===== src/rtl/uart9_pkg.sv =====
package uart9_pkg;

  typedef struct packed {
    logic [7:0] data;
    logic       bit9;
    logic       ferr;
  } rx_word_t;

  typedef enum logic [1:0] {
    S_IDLE  = 2'd0,
    S_START = 2'd1,
    S_DATA  = 2'd2,
    S_STOP  = 2'd3
  } rx_state_t;

endpackage


===== src/rtl/uart9_deser.sv =====
module uart9_deser
  import uart9_pkg::*;
#(
  parameter int OSR    = 16,
  parameter int DATA_W = 8
) (
  input  logic     clk,
  input  logic     rst_n,
  input  logic     clr,
  input  logic     tick,
  input  logic     nine,
  input  logic     rx_in,
  output logic     done,
  output rx_word_t word
);

  localparam int CW = $clog2(OSR);
  localparam int IW = $clog2(DATA_W + 2);
  localparam logic [CW-1:0] MID  = CW'(OSR / 2 - 1);
  localparam logic [CW-1:0] LAST = CW'(OSR - 1);

  logic [1:0]      sync_q;
  logic            rx_s;
  rx_state_t       st_q, st_d;
  logic [CW-1:0]   cnt_q, cnt_d, cnt_inc;
  logic [IW-1:0]   bidx_q, bidx_d, nbits;
  logic [1:0]      hist_q, hist_d;
  logic [DATA_W:0] sh_q, sh_d;
  logic            done_q, done_d;
  rx_word_t        word_q, word_d;
  logic            vote;

  assign rx_s    = sync_q[1];
  assign vote    = (hist_q[1] & hist_q[0]) | (hist_q[1] & rx_s) | (hist_q[0] & rx_s);
  assign nbits   = nine ? IW'(DATA_W + 1) : IW'(DATA_W);
  assign cnt_inc = (cnt_q == LAST) ? '0 : cnt_q + 1'b1;

  always_ff @(posedge clk or negedge rst_n) begin
    if (!rst_n) sync_q <= 2'b11;
    else        sync_q <= {sync_q[0], rx_in};
  end

  always_comb begin
    st_d   = st_q;
    cnt_d  = cnt_q;
    bidx_d = bidx_q;
    hist_d = hist_q;
    sh_d   = sh_q;
    done_d = 1'b0;
    word_d = word_q;
    if (clr) begin
      st_d   = S_IDLE;
      cnt_d  = '0;
      bidx_d = '0;
      hist_d = '0;
    end else if (tick) begin
      unique case (st_q)
        S_IDLE: begin
          if (!rx_s) begin
            st_d  = S_START;
            cnt_d = '0;
          end
        end
        S_START: begin
          if (cnt_q == MID) begin
            cnt_d  = '0;
            bidx_d = '0;
            st_d   = rx_s ? S_IDLE : S_DATA;
          end else begin
            cnt_d = cnt_inc;
          end
        end
        S_DATA: begin
          hist_d = {hist_q[0], rx_s};
          cnt_d  = cnt_inc;
          if (cnt_q == LAST) begin
            sh_d   = {vote, sh_q[DATA_W:1]};
            bidx_d = bidx_q + 1'b1;
            if (bidx_q == nbits - 1'b1) st_d = S_STOP;
          end
        end
        S_STOP: begin
          hist_d = {hist_q[0], rx_s};
          cnt_d  = cnt_inc;
          if (cnt_q == LAST) begin
            st_d        = S_IDLE;
            done_d      = 1'b1;
            word_d.ferr = !vote;
            if (nine) begin
              word_d.data = sh_q[DATA_W-1:0];
              word_d.bit9 = sh_q[DATA_W];
            end else begin
              word_d.data = sh_q[DATA_W:1];
              word_d.bit9 = 1'b0;
            end
          end
        end
        default: st_d = S_IDLE;
      endcase
    end
  end

  always_ff @(posedge clk or negedge rst_n) begin
    if (!rst_n) begin
      st_q   <= S_IDLE;
      cnt_q  <= '0;
      bidx_q <= '0;
      hist_q <= '0;
      sh_q   <= '0;
      done_q <= 1'b0;
      word_q <= '0;
    end else begin
      st_q   <= st_d;
      cnt_q  <= cnt_d;
      bidx_q <= bidx_d;
      hist_q <= hist_d;
      sh_q   <= sh_d;
      done_q <= done_d;
      word_q <= word_d;
    end
  end

  assign done = done_q;
  assign word = word_q;

  // A completed frame is reported for exactly one cycle.
  assert_single_done_R8: assert property (@(posedge clk) disable iff (!rst_n)
    done |=> !done);

  // A start that survives to mid-bit is the only way into the data phase.
  assert_start_confirm_R13: assert property (@(posedge clk) disable iff (!rst_n)
    (st_q == S_START && st_d == S_DATA) |-> !rx_s);

endmodule


===== src/rtl/uart9_fifo.sv =====
module uart9_fifo
  import uart9_pkg::*;
#(
  parameter int DEPTH = 2
) (
  input  logic     clk,
  input  logic     rst_n,
  input  logic     flush,
  input  logic     push,
  input  logic     pop,
  input  rx_word_t wdata,
  output rx_word_t rdata,
  output logic     full,
  output logic     empty
);

  localparam int PW = (DEPTH > 1) ? $clog2(DEPTH) : 1;
  localparam int NW = $clog2(DEPTH + 1);
  localparam logic [PW-1:0] PLAST = PW'(DEPTH - 1);
  localparam logic [NW-1:0] NFULL = NW'(DEPTH);

  rx_word_t      mem_q [DEPTH];
  logic [PW-1:0] rd_q, rd_d, wr_q, wr_d;
  logic [NW-1:0] cnt_q, cnt_d;
  logic          do_push, do_pop;

  assign empty   = (cnt_q == '0);
  assign full    = (cnt_q == NFULL);
  assign do_pop  = pop && !empty;
  assign do_push = push && (!full || do_pop);
  assign rdata   = empty ? '0 : mem_q[rd_q];

  always_comb begin
    rd_d  = rd_q;
    wr_d  = wr_q;
    cnt_d = cnt_q;
    if (flush) begin
      rd_d  = '0;
      wr_d  = '0;
      cnt_d = '0;
    end else begin
      if (do_pop)  rd_d = (rd_q == PLAST) ? '0 : rd_q + 1'b1;
      if (do_push) wr_d = (wr_q == PLAST) ? '0 : wr_q + 1'b1;
      if (do_push && !do_pop)      cnt_d = cnt_q + 1'b1;
      else if (do_pop && !do_push) cnt_d = cnt_q - 1'b1;
    end
  end

  always_ff @(posedge clk or negedge rst_n) begin
    if (!rst_n) begin
      rd_q  <= '0;
      wr_q  <= '0;
      cnt_q <= '0;
    end else begin
      rd_q  <= rd_d;
      wr_q  <= wr_d;
      cnt_q <= cnt_d;
    end
  end

  for (genvar i = 0; i < DEPTH; i++) begin : g_slot
    always_ff @(posedge clk) begin
      if (do_push && !flush && wr_q == PW'(i)) mem_q[i] <= wdata;
    end
  end

  // The owner never offers a word that would be lost on a full buffer.
  assert_no_lost_push_R11: assert property (@(posedge clk) disable iff (!rst_n)
    (push && full) |-> pop);

endmodule


===== src/rtl/uart9_rx.sv =====
module uart9_rx
  import uart9_pkg::*;
#(
  parameter int OSR    = 16,
  parameter int DATA_W = 8,
  parameter int DEPTH  = 2
) (
  input  logic              clk,
  input  logic              rst_n,
  input  logic              port_en,
  input  logic              nine_bit_mode,
  input  logic              rx_enable,
  input  logic              addr_filter_en,
  input  logic              baud_tick,
  input  logic              rx_line,
  input  logic              rd_pop,
  output logic [DATA_W-1:0] rd_word,
  output logic              rd_bit9,
  output logic              frame_err,
  output logic              overrun_err,
  output logic              data_avail
);

  logic     rx_off;
  logic     fr_done;
  rx_word_t fr_word;
  rx_word_t head;
  logic     buf_full, buf_empty;
  logic     filter_drop, accept, buf_push;
  logic     ovr_q, ovr_d;

  assign rx_off = !port_en || !rx_enable;

  uart9_deser #(
    .OSR   (OSR),
    .DATA_W(DATA_W)
  ) u_deser (
    .clk  (clk),
    .rst_n(rst_n),
    .clr  (rx_off),
    .tick (baud_tick),
    .nine (nine_bit_mode),
    .rx_in(rx_line),
    .done (fr_done),
    .word (fr_word)
  );

  assign filter_drop = nine_bit_mode && addr_filter_en && !fr_word.bit9;
  assign accept      = fr_done && !filter_drop && !rx_off;
  assign buf_push    = accept && !ovr_q && (!buf_full || rd_pop);

  always_comb begin
    ovr_d = ovr_q;
    if (rx_off)                                  ovr_d = 1'b0;
    else if (accept && buf_full && !rd_pop)      ovr_d = 1'b1;
  end

  always_ff @(posedge clk or negedge rst_n) begin
    if (!rst_n) ovr_q <= 1'b0;
    else        ovr_q <= ovr_d;
  end

  uart9_fifo #(
    .DEPTH(DEPTH)
  ) u_fifo (
    .clk  (clk),
    .rst_n(rst_n),
    .flush(!port_en),
    .push (buf_push),
    .pop  (rd_pop),
    .wdata(fr_word),
    .rdata(head),
    .full (buf_full),
    .empty(buf_empty)
  );

  assign rd_word     = head.data;
  assign rd_bit9     = head.bit9;
  assign frame_err   = head.ferr;
  assign overrun_err = ovr_q;
  assign data_avail  = !buf_empty;

  assert_disabled_clear_R1: assert property (@(posedge clk) disable iff (!rst_n)
    !port_en |=> (!data_avail && !overrun_err));

  assert_overrun_sticky_R9: assert property (@(posedge clk) disable iff (!rst_n)
    (overrun_err && rx_enable && port_en) |=> overrun_err);

  assert_overrun_clear_R10: assert property (@(posedge clk) disable iff (!rst_n)
    !rx_enable |=> !overrun_err);

  assert_filter_drop_R5: assert property (@(posedge clk) disable iff (!rst_n)
    (fr_done && port_en && nine_bit_mode && addr_filter_en && !fr_word.bit9 && !rd_pop)
      |=> $stable(data_avail));

  assert_empty_no_ferr_R7: assert property (@(posedge clk) disable iff (!rst_n)
    !data_avail |-> !frame_err);

endmodule


===== config.mk =====
export PLATFORM = sky130hd
export DESIGN_NAME = uart9_rx
export DESIGN_NICKNAME = d
export VERILOG_FILES = /design/src/rtl/uart9_pkg.sv /design/src/rtl/uart9_deser.sv /design/src/rtl/uart9_fifo.sv /design/src/rtl/uart9_rx.sv
export SDC_FILE = /design/constraint.sdc
export NUM_CORES = 1
export LEC_CHECK = 0
export BUFFER_PORTS_ARGS = -buffer_cell sky130_fd_sc_hd__buf_2
export CORE_AREA = 2 2 75 77
export DETAILED_ROUTE_END_ITERATION = 16
export DIE_AREA = 0 0 77 79
export HOLD_SLACK_MARGIN = 0.1
export PLACE_DENSITY = 0.73
export RECOVER_POWER = 100
export SYNTH_ARGS = -nofsm -noshare
export SYNTH_HDL_FRONTEND = slang
export SYNTH_SLANG_ARGS = --single-unit

===== constraint.sdc =====
create_clock -name clk -period 1.8 [get_ports clk]
set_clock_uncertainty 0.05 [all_clocks]
set_input_delay 0.27 -clock clk [delete_from_list [all_inputs] [get_ports clk]]
set_output_delay 0.27 -clock clk [all_outputs]
set_load 0.02 [all_outputs]

==> results.yml, run 1 <==
power_and_ir_drop:
  peakVddDrop_uv: 721
  powerDensity_nw_per_um2: 887
  p_leak_nw: 1.40
setup_path:
  reg2regPathDepth: 4
  reg2reg_from: "u_deser.sync_q[1]$_DFF_PN1_"
  cpPeakStageDelay_ns: 0.37
  cp_max_fo: 11
  startpoint_type: "flip-flop"
  critPathCaptureType: "output pin"
  r2r_end: "u_deser.cnt_q[2]$_DFFE_PN0P_"
  arrival_ns: 1.40
  critical_path.top_delay_family: "buffers and inverters"
  crit_path_cell_trace: "buf_4 > nor2_1 > buf_4 > nor2_1 > buf_2"
  cp.required_ns: 1.48
  r2r_slack_ns: 0.10
  slowest_stage: "dfrtp_1"
  worstSetupPathType: "reg2out"
  cp_num_buf_inv: 3
global_routing:
  antenna_found_initial: 0
  grt.total_usage: 0.162
  grt_max_degree: 23
  grt_pass1_wl_um: 7620
  grt_pass1_vias: 1665
  grt-ovfl-total: 0
clock_tree:
  post-cts-setup-buffer-count: 0
  cts_max_path_buffers: 2
  root_buffer: "clkbuf_8"
  htreeDepth: 3
  cts_tree: "done"
  clk_pin_slew_ns: 0.07
  cts_buffers: 9
  insertion_delay_ns: 0.33
  cts.sinks: 59
worst_hold_path:
  hold_path_class: "in2reg"
  hp-start: "baud_tick"
  min_to: "u_deser.hist_q[1]$_DFFE_PN0P_"
  hold_depth: 3
synth:
  synth_top_area_frac: 0.340
  yosysTopAreaCell: "dfrtp_1"
  synth_top_cells_by_count: "37 x dfrtp_1, 33 x nor2_1, 20 x edfxtp_1"
  syn_avg_cell_area_um2: 12.0
  synthFlopType: "dfrtp_1"
  synthArstFlopShare: 0.661
  yosysUniqueCellTypes: 53
  synth_edf_count: 20
  seq_area_frac_synth: 0.580
  syn_inst: 227
  yosys-top-cells-area: "dfrtp_1 34%, edfxtp_1 22%, mux2i_1 7.0%, nor2_1 4.5%, mux2_2 3.7%"
  synth-seq-cells: 59
  syn_area_um2: 2720
  synth.most_common_cell: "dfrtp_1"
  yosys_warnings: 0
  syn-num-nets: 238
job:
  maxCapViolCount: 0
routing:
  viasPerCell: 5.21
  drt_first_pass_iters: 4
  wl_um: 4500
  wl_per_cell_um: 13.1
  via_count: 1798
  drt_iter0_drc: 103
  drc: 0
  antenna_left: 0
floorplanning:
  die_x_um: 77
  rows: 27
  num_io_pins: 21
  core_area_um2: 5340
  die_y_um: 79
  die_area_um2: 6080
  start_util: 0.510
run_status:
  status: "finished clean"
placement:
  placed_area_um2: 3020
  hpwl_um: 3210
  numPortBuffers: 20
  globalplace.congestion: 0.800
  pre_cts_ws_ns: -0.0674
timing:
  whs_ns: 0.250
  fin_crit_sh: 0.955
  setup_slack_ns: 0.0812
  fmax_mhz: 582
  slew_headroom: 0.190
  setup_violations: 0
  rsz0062_at_grt: "false"
  slew_violations: 0
  post-route-min-period_ns: 1.72
  tightest_slew_ns: 1.22
  hold_violations: 0
layout:
  final_nets: 279
  design_area_um2: 3250
  antenna_cells: 0
  final_util: 0.609
  area_delta_synth_final_pct: 19.4
  drive_above_1_share: 0.278
==> per-stage QoR <==
step	setup TNS, ns	std cells	power [mW]
2_1_floorplan	0	227	1.46
3_3_place_gp	-0.220	327	1.50
3_5_place_dp	-0.681	327	1.50
4_1_cts	0	345	2.92
5_1_grt	0	345	2.99
6_report	0	345	2.88
==> cells by family (layout without fill, tap and decap cells) <==
kind of cell | Yosys count | in the layout | synth area share
buf+inv | 16 | 62 | 0.0303
mux | 28 | 28 | 0.107
flops | 59 | 59 | 0.580
compound gates | 40 | 40 | 0.108
simple gates | 80 | 80 | 0.159
fa+ha+maj | 3 | 3 | 0.0129
xor+xnor | 1 | 1 | 0.00322
==> power by group <==
| group | switching, mW | internal, mW |
|---|---|---|
| Sequential | 0.00420 | 1.39 |
| Clock | 0.494 | 0.916 |
| Combinational | 0.0512 | 0.0345 |
| Total | 0.549 | 2.34 |
==> placed cells by master, fill, tap and decap left out, types with 9 or more instances in the layout <==
| master | count |
|---|---|
| mux2i_1 | 19 |
| a21oi_1 | 14 |
| clkbuf_8 | 9 |
| nor2_1 | 31 |
| edfxtp_1 | 20 |
| buf_4 | 11 |
| dfrtp_1 | 37 |
| mux2_2 | 9 |
| nand2_1 | 12 |
| buf_2 | 16 |
==> registers in the layout (all words and copies together) (netlist names) <==
name	cells
u_deser.word	10
u_fifo.rd_q	1
u_deser.cnt_q	4
u_fifo.mem_q	20
overrun_err	1
u_deser.sync_q	2
u_deser.sh_q	9
u_deser.st_q	2
u_fifo.cnt_q	2
u_deser.bidx_q	4
u_deser.done	1
u_fifo.wr_q	1
u_deser.hist_q	2
==> tightest hold or removal path, cell delays in order <==
cell and delay, ns:
buf_2 0.16, nand3_1 0.10, a21oi_1 0.05
==> worst max path at each step <==
stage / from / endpoint / slack [ns] / cells after the start
after detailed placement: u_fifo.cnt_q[1]$_DFFE_PN0P_ / u_fifo.mem_q[1][3]$_DFFE_PP_ / -0.07 / 3
after floorplan: overrun_err$_DFFE_PN0P_ / u_fifo.mem_q[1][0]$_DFFE_PP_ / 0.02 / 3
after global placement: u_fifo.cnt_q[1]$_DFFE_PN0P_ / u_fifo.mem_q[1][5]$_DFFE_PP_ / -0.02 / 3
final: u_fifo.cnt_q[0]$_DFFE_PN0P_ / rd_word[6] / 0.08 / 5
after global routing: u_fifo.cnt_q[0]$_DFFE_PN0P_ / rd_word[0] / 0.005 / 5
after CTS: u_fifo.cnt_q[0]$_DFFE_PN0P_ / rd_word[7] / 0.07 / 5
==> timing repair <==
action	4_1_cts	5_1_grt
hold buffers	2	0
resized for setup	2	1
setup endpoints to repair	20	3
hold endpoints to repair	20	0
gates cloned	0	0
==> cell type report <==
cell class              count  area [um^2]
multi-input cells         152         1060
repair buffers             40          260
flip-flops and latches     59         1580
inverters                   6         22.5
fillers                   461         2090
well taps                  72         90.1
clock inverters             7          116
clock buffers               9          124
==> metal layers <==
metal  up-vias  routed length (um)  part of all wire  GRT usage
li1        902                   -                 -          -
met1       859                2070              0.46      0.195
met2        31                2230              0.49      0.271
met3         6                 153             0.034     0.0511
met4         0                  55             0.012     0.0696
met5         -                   0                 0          0
(Power assumes the default switching activity.)
==> run 2, diff against run 1 <==
--- a/config.mk
+++ b/config.mk
@@ -7,7 +7,7 @@
 export LEC_CHECK = 0
 export BUFFER_PORTS_ARGS = -buffer_cell sky130_fd_sc_hd__buf_2
-export CORE_AREA = 2 2 75 77
+export CORE_AREA = 3 3 76 78
 export DETAILED_ROUTE_END_ITERATION = 16
-export DIE_AREA = 0 0 77 79
+export DIE_AREA = 0 0 79 81
 export HOLD_SLACK_MARGIN = 0.1
 export PLACE_DENSITY = 0.73
==> constraint.sdc (replaced) <==
create_clock -name clk -period 1.8 [get_ports clk]
set_clock_uncertainty 0.05 [all_clocks]
set_input_delay 0.36 -clock clk [delete_from_list [all_inputs] [get_ports clk]]
set_output_delay 0.36 -clock clk [all_outputs]
set_load 0.02 [all_outputs]
==> results.yml, run 2 (same netlist as run 1, synthesis figures left out) <==
run_status:
  status: "finished clean"
power_and_ir_drop:
  switching_share: 0.198
  p_seq_frac: 0.500
  p_leak_nw: 1.45
  combPwrFrac: 0.030
  power.switching_mw: 0.552
  clockPowerShare: 0.470
  powerDensity_nw_per_um2: 828
  peakVddDrop_uv: 383
  p_int_mw: 2.23
clock_tree:
  cts.sinks: 59
  cts_buffers: 9
  clk_pin_slew_ns: 0.06
  cts_tree: "done"
  htreeDepth: 3
  insertion_delay_ns: 0.33
  root_buffer: "clkbuf_8"
  cts_max_path_buffers: 2
layout:
  top_register: "u_fifo.mem_q"
  antenna_cells: 0
  layout_common_cells: "37 x dfrtp_1, 28 x nor2_1, 20 x edfxtp_1"
  largest_reg_flops: 20
  instances_no_fill: 352
  design_area_um2: 3360
  drive_above_1_share: 0.326
  final_nets: 288
  area_delta_synth_final_pct: 23.3
  final_common_cell: "dfrtp_1"
floorplanning:
  die_x_um: 79
  die_area_um2: 6400
  rows: 26
  start_util: 0.530
  core_area_um2: 5140
  num_io_pins: 21
  die_y_um: 81
routing:
  via_count: 1853
  drt_iter0_drc: 98
  viasPerCell: 5.26
  antenna_left: 0
  drt_first_pass_iters: 4
  drc: 0
  wl_per_cell_um: 13.6
  wl_um: 4800
timing:
  post-route-min-period_ns: 1.75
  slew_violations: 0
  rsz0062_at_grt: "true"
  fin_crit_sh: 0.971
  setup_slack_ns: 0.0518
  fmax_mhz: 572
  slew_headroom: 0.604
  tightest_slew_ns: 0.594
  hold_violations: 0
  setup_violations: 0
global_routing:
  met1_usage: 0.207
  use_met3: 0.0432
  grt-ovfl-total: 0
  grt_use_met2: 0.285
  grt_pass1_vias: 1779
  grt_pass1_wl_um: 8370
  grt-busiest-layer: "met2"
  grt.total_usage: 0.171
  grt_max_degree: 24
  antenna_found_initial: 0
setup_path:
  crit_path_cell_trace: "buf_6 > mux2i_2 > nor2_2 > buf_6"
  cpPeakStageDelay_ns: 0.40
  cp_max_fo: 5
  cpMostUsedCell: "buf_6"
  worstSetupPathType: "reg2out"
  critical_path.top_delay_family: "flip-flops"
  critPathCaptureType: "output pin"
  arrival_ns: 1.34
  startpoint_type: "flip-flop"
  slowest_stage: "dfrtp_1"
  cp_num_buf_inv: 2
  cp.required_ns: 1.39
placement:
  globalplace.congestion: 0.843
  numPortBuffers: 20
  hpwl_um: 3150
  placed_area_um2: 3050
  placed_cells: 329
  pre_cts_ws_ns: -0.103
job:
  maxCapViolCount: 0
worst_hold_path:
  hold_path_class: "reg2reg"
run 2: changes by cell type in the layout (fill, tap and decap cells not counted), sizes merged:
cell,before,now
buf,29,41
bufinv,3,2
clkinv,3,2
clkbuf,18,17
run 2: power by group through the flow:
stage               Sequential, mW  Clock (mW)  Combinational [mW]
finish                        1.39        1.31              0.0843
global route                  1.39        1.40              0.0945
CTS                           1.39        1.34              0.0876
detailed placement            1.42           0              0.0842
global placement              1.42           0              0.0833
floorplan                     1.41           0              0.0421
run 2: path summary, 6_finish.rpt:
path | startpoint | endpoint | slack [ns] | cells after the start
worst max-delay path | u_fifo.rd_q$_DFFE_PN0P_ | rd_word[4] | 0.05 | 4
worst min-delay path | u_deser.sync_q[0]$_DFF_PN1_ | u_deser.sync_q[1]$_DFF_PN1_ | 0.31 | 0
worst max register to register | u_deser.cnt_q[0]$_DFFE_PN0P_ | u_deser.cnt_q[1]$_DFFE_PN0P_ | 0.08 | 5
worst min register to register | u_deser.sync_q[0]$_DFF_PN1_ | u_deser.sync_q[1]$_DFF_PN1_ | 0.31 | 0
max in group asynchronous | rst_n | u_deser.sh_q[0]$_DFFE_PN0P_ | 0.37 | 3
min in group asynchronous | rst_n | u_deser.cnt_q[2]$_DFFE_PN0P_ | 0.52 | 2
run 2: layer usage:
metal | wire length [um] | vias to the layer above | part of all wire
met3 | 152 | 9 | 0.032
met1 | 2200 | 897 | 0.46
met2 | 2370 | 27 | 0.49
met4 | 83 | 0 | 0.017
li1 | - | 920 | -
met5 | 0 | - | 0
run 2: worst register-to-register path: cells and delay by family (launching register included):
kind | cells | cell delay [ns]
adder cells (fa/ha/maj) | 1 | 0.24
AND/OR/NAND/NOR | 3 | 0.80
flip-flops | 1 | 0.41
buffers and inverters | 1 | 0.16
run 2: what timing repair did:
action | 4_1_cts | 5_1_grt
hold buffers | 2 | 0
endpoints found under the hold margin | 20 | 0
gates cloned | 1 | 1
pin swaps | 0 | 1
buffers inserted | 0 | 3
endpoints found under the setup margin | 20 | 9
gates resized for setup | 5 | 14
run 2: through the flow:
step	TNS, ns	power, mW	hold WS [ns]	util
global route	-0.0636	2.88	0.315	0.654
detailed placement	-1.02	1.50	0.300	0.593
CTS	0	2.82	0.309	0.643
floorplan	0	1.46	0.0144	-
finish	0	2.78	0.309	0.654
global placement	-0.618	1.50	0.297	0.593
run 2: final cells by class:
class / count / area, um^2
clock buffers: 11 / 141
inverters: 6 / 22.5
fillers: 433 / 1780
clock inverters: 5 / 76.3
multi-input cells: 152 / 1090
well taps: 70 / 87.6
flip-flops and latches: 59 / 1580
repair buffers: 49 / 360
